<file path="src/rtl/dalm_pkg.sv">
package dalm_pkg;

    localparam int unsigned NUM_ALM  = 2;
    localparam int unsigned ADDR_W   = 4;
    localparam int unsigned MASK_BIT = 7;
    localparam int unsigned DYDT_BIT = 6;

    localparam logic [ADDR_W-1:0] ADR_A1_SEC = 4'd0;
    localparam logic [ADDR_W-1:0] ADR_A1_MIN = 4'd1;
    localparam logic [ADDR_W-1:0] ADR_A1_HR  = 4'd2;
    localparam logic [ADDR_W-1:0] ADR_A1_DD  = 4'd3;
    localparam logic [ADDR_W-1:0] ADR_A2_MIN = 4'd4;
    localparam logic [ADDR_W-1:0] ADR_A2_HR  = 4'd5;
    localparam logic [ADDR_W-1:0] ADR_A2_DD  = 4'd6;
    localparam logic [ADDR_W-1:0] ADR_CTRL   = 4'd7;
    localparam logic [ADDR_W-1:0] ADR_FLAG   = 4'd8;

    typedef struct packed {
        logic [7:0] sec;
        logic [7:0] min;
        logic [7:0] hr;
        logic [7:0] dd;
    } alarm_set_t;

    typedef struct packed {
        logic [6:0] sec;
        logic [6:0] min;
        logic [6:0] hr;
        logic [2:0] day;
        logic [5:0] date;
    } now_t;

    typedef struct packed {
        logic [1:0]         rate;
        logic               irq_mode;
        logic [NUM_ALM-1:0] ie;
    } ctrl_t;

    typedef struct packed {
        alarm_set_t         a1;
        logic [7:0]         a2_min;
        logic [7:0]         a2_hr;
        logic [7:0]         a2_dd;
        ctrl_t              ctrl;
        logic [NUM_ALM-1:0] flag;
    } regs_t;

    localparam ctrl_t CTRL_RST = '{rate: 2'b11, irq_mode: 1'b1, ie: '0};

    localparam regs_t REGS_RST = '{
        a1:     '0,
        a2_min: 8'h00,
        a2_hr:  8'h00,
        a2_dd:  8'h00,
        ctrl:   CTRL_RST,
        flag:   '0
    };

endpackage

</file>
<file path="src/rtl/dalm_regs.sv">
module dalm_regs
    import dalm_pkg::*;
(
    input  logic                clk,
    input  logic                rst_n,
    input  logic                wr_en,
    input  logic [ADDR_W-1:0]   wr_addr,
    input  logic [7:0]          wr_data,
    input  logic [NUM_ALM-1:0]  hit,
    output regs_t               regs
);

    regs_t regs_d, regs_q;
    logic [NUM_ALM-1:0] clr_mask;

    always_comb begin
        regs_d   = regs_q;
        clr_mask = '0;
        if (wr_en) begin
            case (wr_addr)
                ADR_A1_SEC: regs_d.a1.sec = wr_data;
                ADR_A1_MIN: regs_d.a1.min = wr_data;
                ADR_A1_HR:  regs_d.a1.hr  = wr_data;
                ADR_A1_DD:  regs_d.a1.dd  = wr_data;
                ADR_A2_MIN: regs_d.a2_min = wr_data;
                ADR_A2_HR:  regs_d.a2_hr  = wr_data;
                ADR_A2_DD:  regs_d.a2_dd  = wr_data;
                ADR_CTRL: begin
                    regs_d.ctrl.rate     = wr_data[4:3];
                    regs_d.ctrl.irq_mode = wr_data[2];
                    regs_d.ctrl.ie       = wr_data[NUM_ALM-1:0];
                end
                ADR_FLAG:   clr_mask = ~wr_data[NUM_ALM-1:0];
                default: ;
            endcase
        end
        // A fresh hit outranks a clear landing in the same cycle
        regs_d.flag = (regs_q.flag & ~clr_mask) | hit;
    end

    always_ff @(posedge clk or negedge rst_n) begin
        if (!rst_n) regs_q <= REGS_RST;
        else        regs_q <= regs_d;
    end

    assign regs = regs_q;

endmodule

</file>
<file path="src/rtl/dalm_match.sv">
module dalm_match
    import dalm_pkg::*;
(
    input  logic       tick,
    input  alarm_set_t alm,
    input  now_t       now,
    output logic       hit
);

    logic       sec_ok, min_ok, hr_ok, dd_ok;
    logic [5:0] dd_target;

    always_comb begin
        dd_target = alm.dd[DYDT_BIT] ? {3'b000, now.day} : now.date;
        sec_ok = alm.sec[MASK_BIT] || (alm.sec[6:0] == now.sec);
        min_ok = alm.min[MASK_BIT] || (alm.min[6:0] == now.min);
        hr_ok  = alm.hr[MASK_BIT]  || (alm.hr[6:0]  == now.hr);
        dd_ok  = alm.dd[MASK_BIT]  || (alm.dd[5:0]  == dd_target);
        hit    = tick && sec_ok && min_ok && hr_ok && dd_ok;
    end

endmodule

</file>
<file path="src/rtl/dalm_sqw.sv">
module dalm_sqw #(
    parameter int unsigned REF_HZ = 32768
) (
    input  logic       clk,
    input  logic       rst_n,
    input  logic       ref_tick,
    input  logic       restart,
    input  logic [1:0] rate,
    output logic       wave
);

    localparam int unsigned HALF_SLOW = REF_HZ / 2;
    localparam int unsigned HALF_1K   = REF_HZ / 2048;
    localparam int unsigned HALF_4K   = REF_HZ / 8192;
    localparam int unsigned HALF_8K   = REF_HZ / 16384;
    localparam int unsigned CW        = $clog2(HALF_SLOW + 1);

    typedef struct packed {
        logic [CW-1:0] cnt;
        logic          wave;
    } sqw_state_t;

    sqw_state_t st_d, st_q;
    logic [CW-1:0] lim;

    always_comb begin
        case (rate)
            2'b00:   lim = CW'(HALF_SLOW - 1);
            2'b01:   lim = CW'(HALF_1K - 1);
            2'b10:   lim = CW'(HALF_4K - 1);
            default: lim = CW'(HALF_8K - 1);
        endcase

        st_d = st_q;
        if (restart) begin
            st_d.cnt  = '0;
            st_d.wave = 1'b1;
        end else if (ref_tick) begin
            if (st_q.cnt == lim) begin
                st_d.cnt  = '0;
                st_d.wave = ~st_q.wave;
            end else begin
                st_d.cnt = st_q.cnt + 1'b1;
            end
        end
    end

    always_ff @(posedge clk or negedge rst_n) begin
        if (!rst_n) st_q <= '{cnt: '0, wave: 1'b1};
        else        st_q <= st_d;
    end

    assign wave = st_q.wave;

endmodule

</file>
<file path="src/rtl/dual_alarm_irq.sv">
module dual_alarm_irq
    import dalm_pkg::*;
#(
    parameter int unsigned REF_HZ = 32768
) (
    input  logic               clk,
    input  logic               rst_n,
    input  logic               sec_tick,
    input  logic [6:0]         now_sec,
    input  logic [6:0]         now_min,
    input  logic [6:0]         now_hour,
    input  logic [2:0]         now_day,
    input  logic [5:0]         now_date,
    input  logic               ref_tick,
    input  logic               wr_en,
    input  logic [ADDR_W-1:0]  wr_addr,
    input  logic [7:0]         wr_data,
    output logic [NUM_ALM-1:0] alm_flag,
    output logic               irq_sqw_n
);

    now_t               now;
    regs_t              regs_q;
    alarm_set_t         alm [NUM_ALM];
    logic [NUM_ALM-1:0] hit;
    logic               ctrl_wr;
    logic               sqw_wave;
    logic               irq_active;

    assign now = '{sec: now_sec, min: now_min, hr: now_hour,
                   day: now_day, date: now_date};

    dalm_regs u_regs (
        .clk     (clk),
        .rst_n   (rst_n),
        .wr_en   (wr_en),
        .wr_addr (wr_addr),
        .wr_data (wr_data),
        .hit     (hit),
        .regs    (regs_q)
    );

    // Alarm 2 has no seconds byte: it is pinned to an unmasked 00
    assign alm[0] = regs_q.a1;
    assign alm[1] = '{sec: 8'h00, min: regs_q.a2_min,
                      hr: regs_q.a2_hr, dd: regs_q.a2_dd};

    for (genvar gi = 0; gi < NUM_ALM; gi++) begin : g_alm
        dalm_match u_match (
            .tick (sec_tick),
            .alm  (alm[gi]),
            .now  (now),
            .hit  (hit[gi])
        );
    end

    assign ctrl_wr = wr_en && (wr_addr == ADR_CTRL);

    dalm_sqw #(.REF_HZ(REF_HZ)) u_sqw (
        .clk      (clk),
        .rst_n    (rst_n),
        .ref_tick (ref_tick),
        .restart  (ctrl_wr),
        .rate     (regs_q.ctrl.rate),
        .wave     (sqw_wave)
    );

    assign irq_active = |(regs_q.flag & regs_q.ctrl.ie);
    assign irq_sqw_n  = regs_q.ctrl.irq_mode ? ~irq_active : sqw_wave;
    assign alm_flag   = regs_q.flag;

endmodule

</file>
<file path="config.mk">
export PLATFORM = sky130hd
export DESIGN_NAME = dual_alarm_irq
export DESIGN_NICKNAME = d
export VERILOG_FILES = /design/src/rtl/dalm_pkg.sv /design/src/rtl/dalm_regs.sv /design/src/rtl/dalm_match.sv /design/src/rtl/dalm_sqw.sv /design/src/rtl/dual_alarm_irq.sv
export SDC_FILE = /design/constraint.sdc
export NUM_CORES = 1
export LEC_CHECK = 0
export BUFFER_PORTS_ARGS = -buffer_cell sky130_fd_sc_hd__clkbuf_2
export CAP_MARGIN = 20
export CORE_MARGIN = 2
export CORE_UTILIZATION = 58
export DETAILED_ROUTE_END_ITERATION = 10
export MAX_ROUTING_LAYER = met4
export PLACE_DENSITY = 0.83
export SYNTH_ARGS = -nofsm -noshare
export SYNTH_HDL_FRONTEND = slang
export SYNTH_SLANG_ARGS = --single-unit
</file>
<file path="constraint.sdc">
create_clock -name clk -period 1.9 [get_ports clk]
set_input_delay 0.19 -clock clk [delete_from_list [all_inputs] [get_ports clk]]
set_output_delay 0.19 -clock clk [all_outputs]
set_load 0.02 [all_outputs]
</file>
==> results of run 1 <==
## cells in the mapped netlist, drive strengths merged, types with 2 or more instances
| cell | instances |
|---|---|
| buf | 5 |
| a31oi | 3 |
| nand3 | 5 |
| a41oi | 4 |
| xor2 | 32 |
| mux2i | 4 |
| nor4bb | 2 |
| a2111oi | 2 |
| dfrtp | 75 |
| nand2b | 3 |
| xnor2 | 31 |
| dfstp | 4 |
| o32ai | 4 |
| and3 | 3 |
| mux2 | 62 |
| clkbuf | 4 |
| inv | 2 |
| nor4 | 14 |
| nor4b | 2 |
| o21ai | 4 |
| nor2 | 22 |
| nand4b | 2 |
| nand2 | 10 |
| and2 | 3 |
| nand4 | 5 |
| nand3b | 3 |
| nor3b | 4 |
## cell type report
type / count / area, um2 / area share
well taps: 96 / 120 / 0.0252
clock buffers: 10 / 138 / 0.0289
flip-flops and latches: 79 / 1990 / 0.417
repair buffers: 60 / 345 / 0.0726
multi-input cells: 237 / 2060 / 0.432
clock inverters: 6 / 108 / 0.0226
inverters: 2 / 7.51 / 0.00158
## metal layers
layer	part of all wire	global-route usage	vias up
met2	0.49	0.384	68
met4	0.016	0.0867	0
met3	0.045	0.0481	13
met5	0	-	-
li1	-	-	1304
met1	0.45	0.332	1468
## repair_timing
| item | CTS | global route |
|---|---|---|
| hold buffers | 1 | 0 |
| buffers inserted | 0 | 5 |
| resized for setup | 0 | 8 |
| endpoints found under the hold margin | 34 | 0 |
| setup endpoints to repair | 0 | 12 |
## power by group
group,internal [mW],switching [mW],leakage [nW]
Sequential,2.10,0.397,0.970
Combinational,0.656,0.507,0.971
Clock,0.904,0.619,0.122
## registers in the layout, indices dropped and copies added (netlist names)
name and flops:
u_sqw.wave 1, u_sqw.st_q 15, u_regs.regs 63
## how the worst max path moves through the flow
| stage | startpoint | to | slack [ns] | depth (start not counted) |
|---|---|---|---|---|
| after CTS | u_sqw.st_q[13] | u_sqw.st_q[8] | 0.06 | 5 |
| after floorplan | u_sqw.st_q[9] | u_sqw.st_q[8] | 0.23 | 6 |
| after detailed placement | u_sqw.st_q[13] | u_sqw.st_q[11] | 0.07 | 5 |
| after global routing | u_sqw.st_q[11] | u_sqw.wave | -0.03 | 6 |
| after global placement | u_sqw.st_q[9] | u_sqw.st_q[12] | 0.13 | 5 |
| final | u_regs.regs[5] | u_sqw.wave | 0.04 | 6 |
## through the flow
stage | util | hold slack [ns] | cells
after floorplan | - | -0.106 | 326
after global placement | 0.651 | 0.191 | 467
after detailed placement | 0.651 | 0.193 | 467
after CTS | 0.689 | 0.0941 | 484
after global routing | 0.701 | 0.119 | 490
final | 0.701 | 0.112 | 490
## critical path, cell delays in order, from the launching register on
cell,delay [ns]
dfstp_2,0.56
nor2_1,0.09
nand4b_1,0.28
a2111oi_4,0.48
buf_4,0.19
xnor2_2,0.10
nand2b_1,0.09
## cells by family after synthesis
kind of cell               after synthesis  synth area share
buffers and inverters                   11            0.0166
muxes                                   66             0.181
adders and majority gates                1           0.00308
DFF                                     79             0.487
and+or+nand+nor                         83             0.129
xor gates and xnor gates                63             0.136
AOI/OAI and AO/OA                       23            0.0474
==> reports/qor.yml, run 1 <==
run_status: "finished clean"
cap_violations: 0
slew_violations: 0
yosysUniqueCellTypes: 46
grtUsageTotal: 0.249
syn2layout_area_growth_pct: 17.0
dieHeight_um: 87.7
total_power_mw: 5.18
fillCellCount: 480
start_kind: "register"
grt_max_degree: 39
vias_per_cell: 5.82
mostFrequentLayoutCell: "dfrtp_1"
cp.arrival_ns: 2.14
tns_ns: 0
core_region_area_um2: 6790
num_vias: 2853
diodes: 0
syn_area_per_cell_um2: 12.5
yosysWarningCount: 0
fin_area_um2: 4760
clk_pin_slew_worst_paths_ns: 0.08
yosys.area.top_type_share: 0.461
dpl.hpwl_mm: 6.08
cts_tree: "yes"
hold_path.class: "in2reg"
r2r-end: "u_sqw.wave"
drc: 0
yosysTopAreaCell: "dfrtp_1"
ys.flop_type: "dfrtp_1"
drtAntennaViolNets: 0
setup_viol_count_final: 0
r2r_slack_ns: 0.04
grt_overflow: 0
clk_latency_ns: 0.36
routedWlPerCell_um: 18.0
hold_viol_final: 0
critPathRequiredTime_ns: 2.18
first_pass_iters: 4
placed_area_um2: 4430
post-place-ws_ns: 0.0685
ios: 50
syn_area_um2: 4070
rr_worst_depth: 6
cts_buffers: 9
hp-start: "sec_tick"
cts_buffer_depth: 2
clock-sinks: 79
period_minus_slack_ns: 1.86
start_util: 0.599
grt_pass1_vias: 2877
yosysSeqAreaShare: 0.487
antenna_found_initial: 0
worst_slew_pin_slew_ns: 0.509
syn_inst: 326
routabilityCongestion: 0.879
fin_skew_ns: 0.00556
critical_path_class: "reg2reg"
mostFrequentLayoutCells: "dfrtp_1 (72), mux2_2 (62), clkbuf_2 (48)"
vdd_drop_max_mv: 0.732
drive_gt1_frac: 0.419
leakage_nw: 2.06
synth-edff-count: 0
finalNetCount: 437
dieWidth_um: 87.7
holdPathStages: 3
crit_fanout: 3
place.port_buffers: 49
drt_wl_total_mm: 8.83
final.period_utilization: 0.981
async_reset_ff_frac: 1.00
grt_pass1_wl_mm: 14.0
power_density_nw_per_um2: 1090
first_iter_violations: 199
ys_top_cells_by_area: "dfrtp_1 (46%), mux2_2 (17%), xor2_1 (6.9%)"
r2r_start: "u_regs.regs[5]"
dieArea_um2: 7700
synth_seq_cells: 79
rows: 30
setup_ws_ns: 0.0352
min_to: "u_regs.regs[0]"
clock.fmax_mhz: 536
htreeDepth: 3
timing.slew.headroom: 0.660
endpoint_kind: "register"
synth_fp_nets: 374
clockRootBuffer: "clkbuf_8"
No activity file was read; power rests on OpenSTA's default activity.
==> inputs of run 2 (changes only) <==
--- a/config.mk
+++ b/config.mk
@@ -5,13 +5,13 @@
 export SDC_FILE = /design/constraint.sdc
 export NUM_CORES = 1
 export LEC_CHECK = 0
-export BUFFER_PORTS_ARGS = -buffer_cell sky130_fd_sc_hd__clkbuf_2
 export CAP_MARGIN = 20
 export CORE_MARGIN = 2
-export CORE_UTILIZATION = 58
+export CORE_UTILIZATION = 63
 export DETAILED_ROUTE_END_ITERATION = 10
+export DONT_BUFFER_PORTS = 1
 export MAX_ROUTING_LAYER = met4
-export PLACE_DENSITY = 0.83
+export PLACE_DENSITY = 0.82
 export SYNTH_ARGS = -nofsm -noshare
 export SYNTH_HDL_FRONTEND = slang
 export SYNTH_SLANG_ARGS = --single-unit
==> run 2 against run 1 <==
Against the previous run: the run now ends with hold timing left; register-to-register slack about the same; combinational power fell by 12%; cell area shrank 5.7%; via count fell by 8.2%; non-clock buffer count is 44 lower; sequential power barely moved; clock skew increased by 0.0011 ns; wire length is 5.6% lower; total power fell by 6.4%; clock power fell by 13%; utilization up 1.1 points; maximum frequency is 0.53% higher.
==> reports/qor.yml, run 2 (synthesis results as in run 1) <==
run_status: "finished with violations"
violations: "hold timing"
ios: 50  # unchanged
post-place-ws_ns: 0.0601  # -0.00837 ns
cts_buffers: 9  # unchanged
htreeDepth: 3  # unchanged
start_kind: "register"
final.period_utilization: 0.976  # -0.00517
clockRootBuffer: "clkbuf_8"
seqCellArea_um2: 1980  # about the same
tns_ns: 0  # unchanged
drtAntennaViolNets: 0  # unchanged
slew_violations: 0  # unchanged
period_minus_slack_ns: 1.86  # -0.00983 ns
power_density_nw_per_um2: 1080  # -0.80%
setup_ws_ns: 0.0450  # +0.00983 ns
leakage_nw: 1.85  # -11%
r2r-end: "u_sqw.st_q[11]"
critPathRequiredTime_ns: 2.13  # -0.05 ns
antenna_found_initial: 0  # unchanged
vias_per_cell: 6.13  # +5.3%
syn2layout_area_growth_pct: 10.4
cts_buffer_depth: 2  # unchanged
rr_worst_depth: 5  # -1
fin_skew_ns: 0.00663  # +0.00107 ns
place.port_buffers: 0  # -100%
cp.arrival_ns: 2.09  # -0.05 ns
hold_path.class: "in2async"
clock-sinks: 79  # unchanged
dieHeight_um: 84.4  # -3.9%
r2r_start: "u_sqw.st_q[10]"
grt_max_degree: 80  # +110%
mostFrequentLayoutCell: "dfrtp_1"
mostFrequentLayoutCells: "dfrtp_1 (73), mux2_2 (62), xor2_1 (32)"
drive_gt1_frac: 0.306  # -0.113
grt_pass1_wl_mm: 13.4  # -4.4%
routabilityCongestion: 0.859  # -2.3%
core_region_area_um2: 6310  # -7.1%
first_iter_violations: 222  # +12%
hold_viol_final: 79  # +79
grt_overflow: 0  # unchanged
finalNetCount: 393  # -10%
holdBufCountCts: 10  # +9
first_pass_iters: 4  # unchanged
endpoint_kind: "register"
critPathCapture: "u_sqw.st_q[11]"
r2r_slack_ns: 0.04  # about the same
timing.slew.headroom: 0.393  # -0.268
routedWlPerCell_um: 19.5  # +8.4%
worst_slew_pin_slew_ns: 0.911  # +0.401 ns
crit_path_start: "u_sqw.st_q[10]"
grtUsageTotal: 0.250  # +0.000982
largest_reg_flops: 63  # unchanged
whs_ns: -0.474  # -0.586 ns
vdd_drop_max_mv: 0.629  # -14%
clock.fmax_mhz: 539  # +0.53%
dieArea_um2: 7110  # -7.6%
cap_violations: 0  # unchanged
crit_fanout: 6  # +3
start_util: 0.644  # +0.0456
multiInputGateArea_um2: 2050  # -0.37%
finish.utilization: 0.711  # +0.0105
critical_path_class: "reg2reg"
dpl.hpwl_mm: 5.55  # -8.6%
drc: 0  # unchanged
diodes: 0  # unchanged
clk_pin_slew_worst_paths_ns: 0.08  # about the same
grt_pass1_vias: 2695  # -6.3%
drt_wl_total_mm: 8.34  # -5.6%
dieWidth_um: 84.4  # -3.9%
clk_latency_ns: 0.35  # about the same
cts_tree: "yes"
num_vias: 2619  # -8.2%
fillCellCount: 449  # -6.5%
rows: 29  # -3.3%
setup_viol_count_final: 0  # unchanged
[run 2: changes by cell type in the layout (fill, tap and decap cells not counted)]
cell	delta
clkbuf_2	-48
dlygate4sd3_1	+9
buf_4	-4
clkbuf_1	+3
buf_12	-1
bufinv_16	-1
clkbuf_8	-1
clkinv_2	-1
dfrtp_1	+1
dfrtp_2	-1
xnor2_1	+1
xnor2_2	-1
[run 2: cell type report]
type / instances / area share
clock buffer: 12 / 0.0301
clock inverter: 4 / 0.0162
inverter: 2 / 0.00167
multi-input combinational: 237 / 0.456
sequential: 79 / 0.442
tap: 77 / 0.0215
timing repair buffer: 16 / 0.0323
[run 2: report_power, final]
group	leakage [nW]	switching (mW)	internal (mW)	total (mW)
registers	0.972	0.395	2.10	2.49
logic	0.773	0.409	0.615	1.02
clock network	0.101	0.591	0.740	1.33
total	1.85	1.39	3.45	4.85
[run 2: metrics by stage]
step | power [mW] | instances | instance area (um2)
2_1_floorplan | 3.26 | 326 | 4070
3_3_place_gp | 3.39 | 396 | 4120
3_5_place_dp | 3.45 | 396 | 4120
4_1_cts | 4.82 | 422 | 4430
5_1_grt | 5.13 | 427 | 4490
6_report | 4.85 | 427 | 4490
[run 2: critical path, cell delays in order (launching register included)]
cell	delay, ns
dfrtp_1	0.43
nor4_2	0.27
nand4b_1	0.22
a2111oi_4	0.50
or2_4	0.26
nor2_1	0.07
[run 2: routing by layer]
layer / share of wire / wire length [um] / track usage
met4: 0.014 / 120 / 0.0707
met2: 0.48 / 3990 / 0.379
met1: 0.45 / 3720 / 0.336
met3: 0.061 / 507 / 0.0688
met5: 0 / 0 / -
[run 2: timing repair]
| item | in CTS | in global routing |
|---|---|---|
| setup endpoints to repair | 0 | 12 |
| endpoints found under the hold margin | 143 | 79 |
| buffers inserted | 0 | 4 |
| resized for setup | 0 | 6 |
[run 2: worst min path at each step]
stage / start / to / slack (ns) / cells after the start
after global placement: rst_n / u_regs.regs[49] / -0.10 / 0
after global routing: rst_n / u_regs.regs[24] / -0.50 / 0
after floorplan: rst_n / u_regs.regs[0] / -0.11 / 0
after detailed placement: rst_n / u_regs.regs[48] / -0.10 / 0
after CTS: rst_n / u_regs.regs[48] / -0.48 / 0
final: rst_n / u_regs.regs[49] / -0.47 / 0
